[src/rtl/bus_tgt_pkg.sv]
package bus_tgt_pkg;

  typedef enum logic [2:0] {
    ST_IDLE,
    ST_SETTLE,
    ST_FETCH,
    ST_SKEW,
    ST_REQ,
    ST_RELEASE,
    ST_PUSH,
    ST_DONE
  } xfer_st_e;

  // bit that makes eight data bits plus itself carry an odd number of ones
  function automatic logic odd_par(input logic [7:0] d);
    return ~(^d);
  endfunction

endpackage

[src/rtl/bus_tgt_sync.sv]
module bus_tgt_sync #(
  parameter int STAGES = 2
) (
  input  logic clk,
  input  logic rst_n,
  input  logic d,
  output logic q
);
  logic [STAGES-1:0] sh;

  always_ff @(posedge clk or negedge rst_n) begin
    if (!rst_n) sh <= '0;
    else        sh <= {sh[STAGES-2:0], d};
  end

  assign q = sh[STAGES-1];
endmodule

[src/rtl/bus_tgt_timer.sv]
module bus_tgt_timer #(
  parameter int W = 4
) (
  input  logic         clk,
  input  logic         rst_n,
  input  logic         run,
  input  logic [W-1:0] limit,
  output logic         expired
);
  logic [W-1:0] cnt;

  // a running window of `limit` cycles ends in its last cycle
  assign expired = run && (cnt >= limit - W'(1));

  always_ff @(posedge clk or negedge rst_n) begin
    if (!rst_n)               cnt <= '0;
    else if (!run || expired) cnt <= '0;
    else                      cnt <= cnt + W'(1);
  end
endmodule

[src/rtl/bus_tgt_txpath.sv]
module bus_tgt_txpath
  import bus_tgt_pkg::*;
(
  input  logic       clk,
  input  logic       rst_n,
  input  logic       load,
  input  logic [7:0] tx_data,
  output logic [7:0] db,
  output logic       dbp
);
  always_ff @(posedge clk or negedge rst_n) begin
    if (!rst_n) begin
      db  <= '0;
      dbp <= 1'b1;
    end else if (load) begin
      db  <= tx_data;
      dbp <= odd_par(tx_data);
    end
  end
endmodule

[src/rtl/bus_tgt_rxpath.sv]
module bus_tgt_rxpath
  import bus_tgt_pkg::*;
(
  input  logic       clk,
  input  logic       rst_n,
  input  logic       capture,
  input  logic       push,
  input  logic       clear_err,
  input  logic [7:0] db_in,
  input  logic       dbp_in,
  input  logic       rx_ready,
  output logic       rx_valid,
  output logic [7:0] rx_data,
  output logic       par_err
);
  // the initiator holds the lines well before the synchronized acknowledge
  // is seen, so the capture samples settled data
  always_ff @(posedge clk or negedge rst_n) begin
    if (!rst_n)       rx_data <= '0;
    else if (capture) rx_data <= db_in;
  end

  always_ff @(posedge clk or negedge rst_n) begin
    if (!rst_n)                                 par_err <= 1'b0;
    else if (capture && dbp_in != odd_par(db_in)) par_err <= 1'b1;
    else if (clear_err)                         par_err <= 1'b0;
  end

  always_ff @(posedge clk or negedge rst_n) begin
    if (!rst_n)                   rx_valid <= 1'b0;
    else if (push)                rx_valid <= 1'b1;
    else if (rx_valid && rx_ready) rx_valid <= 1'b0;
  end
endmodule

[src/rtl/bus_tgt_xfer.sv]
module bus_tgt_xfer
  import bus_tgt_pkg::*;
#(
  parameter int SETTLE_CYC = 4,
  parameter int SKEW_CYC   = 3,
  parameter int CNT_W      = 8
) (
  input  logic             clk,
  input  logic             rst_n,
  input  logic             start,
  input  logic [2:0]       start_phase,
  input  logic [CNT_W-1:0] start_count,
  output logic             done,
  output logic             par_err,
  input  logic             tx_valid,
  input  logic [7:0]       tx_data,
  output logic             tx_ready,
  output logic             rx_valid,
  output logic [7:0]       rx_data,
  input  logic             rx_ready,
  output logic             bus_bsy,
  output logic             bus_sel,
  output logic             bus_cd,
  output logic             bus_msg,
  output logic             bus_io,
  output logic             bus_req,
  input  logic             bus_ack,
  output logic [7:0]       bus_db_out,
  output logic             bus_dbp_out,
  output logic             bus_db_oe,
  input  logic [7:0]       bus_db_in,
  input  logic             bus_dbp_in
);
  localparam int MAX_WIN = (SETTLE_CYC > SKEW_CYC) ? SETTLE_CYC : SKEW_CYC;
  localparam int TMR_W   = $clog2(MAX_WIN + 1);
  localparam logic [TMR_W-1:0] SETTLE_LIM = TMR_W'(SETTLE_CYC);
  localparam logic [TMR_W-1:0] SKEW_LIM   = TMR_W'(SKEW_CYC);

  xfer_st_e         st, st_nx;
  logic [2:0]       ph_q;
  logic [CNT_W-1:0] rem;
  logic             ack_s;
  logic             tmr_run, tmr_exp;
  logic [TMR_W-1:0] tmr_lim;
  logic             start_ok, dir_out, last_byte;
  logic             byte_end_tx, byte_end_rx;

  assign dir_out   = ph_q[0];
  assign last_byte = (rem == CNT_W'(1));
  assign start_ok  = start && (st == ST_IDLE) && (start_count != '0);

  bus_tgt_sync #(.STAGES(2)) u_ack_sync (
    .clk(clk), .rst_n(rst_n), .d(bus_ack), .q(ack_s)
  );

  assign tmr_run = (st == ST_SETTLE) || (st == ST_SKEW);
  assign tmr_lim = (st == ST_SETTLE) ? SETTLE_LIM : SKEW_LIM;

  bus_tgt_timer #(.W(TMR_W)) u_timer (
    .clk(clk), .rst_n(rst_n), .run(tmr_run), .limit(tmr_lim), .expired(tmr_exp)
  );

  // phase sequencing
  always_comb begin
    st_nx = st;
    unique case (st)
      ST_IDLE:    if (start_ok) st_nx = ST_SETTLE;
      ST_SETTLE:  if (tmr_exp) st_nx = dir_out ? ST_FETCH : ST_REQ;
      ST_FETCH:   if (tx_valid) st_nx = ST_SKEW;
      ST_SKEW:    if (tmr_exp) st_nx = ST_REQ;
      ST_REQ:     if (ack_s) st_nx = ST_RELEASE;
      ST_RELEASE: if (!ack_s) begin
                    if (!dir_out)       st_nx = ST_PUSH;
                    else if (last_byte) st_nx = ST_DONE;
                    else                st_nx = ST_FETCH;
                  end
      ST_PUSH:    if (rx_valid && rx_ready) st_nx = last_byte ? ST_DONE : ST_REQ;
      ST_DONE:    st_nx = ST_IDLE;
      default:    st_nx = ST_IDLE;
    endcase
  end

  assign byte_end_tx = (st == ST_RELEASE) && !ack_s && dir_out;
  assign byte_end_rx = (st == ST_PUSH) && rx_valid && rx_ready;

  always_ff @(posedge clk or negedge rst_n) begin
    if (!rst_n) begin
      st   <= ST_IDLE;
      ph_q <= '0;
      rem  <= '0;
    end else begin
      st <= st_nx;
      if (start_ok) begin
        ph_q <= start_phase;
        rem  <= start_count;
      end else if (st == ST_DONE) begin
        ph_q <= '0;
      end else if (byte_end_tx || byte_end_rx) begin
        rem <= rem - CNT_W'(1);
      end
    end
  end

  // outbound data
  assign tx_ready = (st == ST_FETCH);

  bus_tgt_txpath u_tx (
    .clk(clk), .rst_n(rst_n), .load(tx_valid && tx_ready), .tx_data(tx_data),
    .db(bus_db_out), .dbp(bus_dbp_out)
  );

  // inbound data
  bus_tgt_rxpath u_rx (
    .clk(clk), .rst_n(rst_n),
    .capture((st == ST_REQ) && ack_s && !dir_out),
    .push((st == ST_RELEASE) && !ack_s && !dir_out),
    .clear_err(start_ok),
    .db_in(bus_db_in), .dbp_in(bus_dbp_in), .rx_ready(rx_ready),
    .rx_valid(rx_valid), .rx_data(rx_data), .par_err(par_err)
  );

  // bus side
  assign bus_bsy   = (st != ST_IDLE);
  assign bus_sel   = 1'b0;
  assign bus_cd    = ph_q[2];
  assign bus_msg   = ph_q[1];
  assign bus_io    = ph_q[0];
  assign bus_req   = (st == ST_REQ);
  assign bus_db_oe = bus_bsy && dir_out;
  assign done      = (st == ST_DONE);
endmodule

[config.mk]
export PLATFORM = sky130hd
export DESIGN_NAME = bus_tgt_xfer
export DESIGN_NICKNAME = d
export VERILOG_FILES = /design/src/rtl/bus_tgt_pkg.sv /design/src/rtl/bus_tgt_sync.sv /design/src/rtl/bus_tgt_timer.sv /design/src/rtl/bus_tgt_txpath.sv /design/src/rtl/bus_tgt_rxpath.sv /design/src/rtl/bus_tgt_xfer.sv
export SDC_FILE = /design/constraint.sdc
export NUM_CORES = 1
export LEC_CHECK = 0
export BUFFER_PORTS_ARGS = -buffer_cell sky130_fd_sc_hd__buf_2
export CORE_MARGIN = 3
export CORE_UTILIZATION = 40
export DETAILED_ROUTE_END_ITERATION = 12
export PLACE_DENSITY = 0.72
export RECOVER_POWER = 25
export SYNTH_ARGS = -nofsm -noshare
export SYNTH_HDL_FRONTEND = slang
export SYNTH_SLANG_ARGS = --single-unit
export TNS_END_PERCENT = 10
[constraint.sdc]
create_clock -name clk -period 3.4 [get_ports clk]
set_input_delay 0.68 -clock clk [delete_from_list [all_inputs] [get_ports clk]]
set_output_delay 0.68 -clock clk [all_outputs]
set_load 0.01 [all_outputs]
==> metrics.md <==
| Metric | Value |
|---|---|
| Status | `finished, violations left` |
| Failing checks | `max-capacitance violations, max-slew violations` |
| Post-route setup TNS | `0 ns` |
| Clock Power Share | `0.181` |
| Vias in the first global route | `approximately 1600` |
| Int Power | `around 1.3 mW` |
| WS Path Type | `reg -> out` |
| Final Skew | `approximately 0.0054 ns` |
| Sequential fraction of the synthesis area | `0.474` |
| Max frequency | `~0.46 GHz` |
| Worst endpoint required time | `2.72 ns` |
| Die area | `5910 um^2` |
| Max VDD drop | `~0.41 mV` |
| Fin crit period | `around 2.2 ns` |
| Initial antenna violation count | `0` |
| Routed wire per std cell | `between 10 and 15 um` |
| Most frequent cells in the layout | `59 x buf_2, 37 x dfrtp_1, 17 x mux2_2` |
| Crit. Startpoint | `st[2]` |
| CTS tree | `built` |
| Final Power | `a little over 2 mW` |
| Non-filler cells, final | `between 300 and 400` |
| Boundary pin count | `slightly above 60` |
| Slew at the pin with the worst max-slew slack | `a little under 2 ns` |
| Critical Path Start Type | `flop` |
| Vias after detailed routing | `1600` |
| Worst hold-check path type | `reg -> reg` |
| Reg clk slew, reported paths | `0.07 ns` |
| Synth Cell Area | `roughly 2000 um^2` |
| Num rows | `25` |
| Initial Utilization | `0.420` |
| Syn Area/Cell | `approximately 11 um^2` |
| Via/cell ratio | `around 5` |
| Syn nets | `about 220` |
| WL final | `around 4200 um` |
| DRC | `0` |
| Nets | `about 280` |
| Seq pwr share | `0.405` |
| CP Max Fanout | `16` |
| R2r startpoint | `st[0]` |
| Layout cells sized above 1 | `0.383` |
| H-Tree Depth | `2` |
| Clk sinks | `38` |
| R2R depth | `5` |
| Unrepaired setup endpoints after global routing | `no` |
| Comb power frac | `0.414` |
| Die width | `76.9 um` |
| Die Y-Extent | `76.9 um` |
| Area Growth Syn to Fin | `22.5%` |
| Flops & latches, synth | `38` |
| Post-DP HPWL | `about 3200 um` |
| # setup viols final | `0` |
| Final count of hold timing violations | `0` |
| Port Buffers | `60` |
| Period utilization | `0.635` |
| Root Buffer | `clkbuf_8` |
| Sw frac | `0.374` |
| Most common cell after layout, fill and taps aside | `buf_2` |
| Max-slew violations | `39` |
| Postcts setup bufs | `0` |
| Critical path endpoint category | `primary output` |
| Switch Pwr | `0.769 mW` |
| Cell Count Post-Placement | `307` |
| Worst EP arrival | `~1.5 ns` |
| N_diodes | `0` |
| Leakage | `1.17 nW` |
| GPL Wtd Cong | `about 0.8` |
| Max clock buf depth | `2` |
| Router iterations before antenna repair | `4` |
| First-pass GRT wire length | `between 7000 and 8000 um` |
| R2R Path End | `rem[2]` |
| Mapped Cells | `~190` |
| Hold Buf Count CTS | `0` |
| Resized Gates After CTS | `0` |
| Pwr dens | `roughly 830 nW/um^2` |
| Largest net degree at the start of global routing | `39` |
| Distinct cell type count after synthesis | `50` |
| Global route total overflow | `0` |
| Main synth FF type | `dfrtp_1` |
| Slew Limit Headroom | `-0.326` |
| Overall Global Routing Usage | `0.148` |
| Num CTS Buffers | `5` |
| DRT iter0 DRCs | `76` |
| Max Cap Violations | `1` |
| Routed Antenna Nets | `0` |
| R2r setup slk | `~1.4 ns` |
| Worst setup path endpoint | `bus_req` |
| Clock Latency Late Sink | `around 0.28 ns` |
| Yosys warnings | `0` |
| Post-synth EDFFs | `0` |
| Placeable Area | `4790 um^2` |
| Ys async rst share | `1.00` |
## per-layer routing
layer  track usage  up-vias  routed length (um)
met4        0.0326        0                  31
met3        0.0423        4                 294
li1              -      786                   -
met5             0        -                   0
met2         0.230       66                1990
met1         0.206      744                1870
## area by class of cell
class	count	area (um^2)
multi-input combinational	135	991
inverter	7	26.3
fill	433	2320
tap	67	83.8
clock buffer	6	72.6
sequential	38	952
timing repair buffer	60	299
clock inverter	2	37.5
## worst min-delay path by stage
stage / from / to / slack, ns / depth (start not counted)
after detailed placement: u_ack_sync.sh[0] / u_ack_sync.sh[1] / 0.34 / 0
after global placement: u_ack_sync.sh[0] / u_ack_sync.sh[1] / 0.33 / 0
after CTS: u_ack_sync.sh[0] / u_ack_sync.sh[1] / 0.35 / 0
after global routing: u_ack_sync.sh[0] / u_ack_sync.sh[1] / 0.36 / 0
final: u_ack_sync.sh[0] / u_ack_sync.sh[1] / 0.35 / 0
after floorplan: u_ack_sync.sh[0] / u_ack_sync.sh[1] / 0.33 / 0
## metrics by stage
stage	worst slack (ns)	hold slack [ns]	instance area, um^2	util
4_1_cts	1.23	0.353	2460	0.515
5_1_grt	0.828	0.359	2460	0.515
2_1_floorplan	1.46	0.331	2010	-
3_5_place_dp	1.14	0.336	2350	0.492
6_report	1.24	0.351	2460	0.515
3_3_place_gp	1.19	0.334	2350	0.492
## flip-flops by register name, indices dropped and copies added, names as in the netlist
register,count
rem,8
u_tx.db,8
st,3
u_rx.rx_data,8
u_tx.dbp,1
u_rx.par_err,1
u_ack_sync.sh,2
ph_q,3
u_timer.cnt,3
u_rx.rx_valid,1
## synth_stat cells, types with 2 or more instances
| cell | number | area (um^2) |
|---|---|---|
| a21oi_1 | 9 | 45.0 |
| a311oi_1 | 3 | 26.3 |
| a32oi_1 | 2 | 17.5 |
| and2_1 | 3 | 18.8 |
| buf_2 | 2 | 10.0 |
| buf_4 | 2 | 15.0 |
| dfrtp_1 | 37 | 926 |
| ha_1 | 3 | 37.5 |
| inv_1 | 7 | 26.3 |
| mux2_2 | 17 | 191 |
| nand2_1 | 14 | 52.6 |
| nand2b_1 | 3 | 18.8 |
| nand3_1 | 6 | 30.0 |
| nor2_1 | 13 | 48.8 |
| nor2b_1 | 3 | 18.8 |
| nor3_1 | 3 | 15.0 |
| o211ai_2 | 2 | 25.0 |
| o21ai_0 | 4 | 20.0 |
| o21ai_1 | 5 | 25.0 |
| o22ai_1 | 2 | 12.5 |
| o31ai_1 | 2 | 15.0 |
| or3b_2 | 2 | 17.5 |
| or4_4 | 2 | 22.5 |
| xnor2_1 | 13 | 114 |
| xor2_1 | 2 | 17.5 |
## worst max-delay path, stage by stage, from the launching register on
cell	delay (ns)
dfrtp_1	0.66
nand2b_1	0.18
nor2_1	0.18
buf_2	0.17
## cells by family (layout without fill, tap and decap cells)
kind of cell | count (synthesis) | count (layout) | synth area share
DFF | 38 | 38 | 0.474
other | 1 | 1 | 0.00187
adders and majority gates | 3 | 3 | 0.0187
and+or+nand+nor | 59 | 59 | 0.172
muxes | 17 | 17 | 0.0953
AOI/OAI and AO/OA | 40 | 40 | 0.139
buffers and inverters | 13 | 75 | 0.0330
xor gates and xnor gates | 15 | 15 | 0.0654
## power by group through the flow
stage,clock network (mW),logic [mW],registers (mW)
final,0.372,0.852,0.832
after detailed placement,0,0.862,0.839
after global placement,0,0.841,0.832
after floorplan,0,0.561,0.849
after global routing,0.404,0.958,0.869
after CTS,0.387,0.863,0.832
Power figures use the tool's default switching activity.
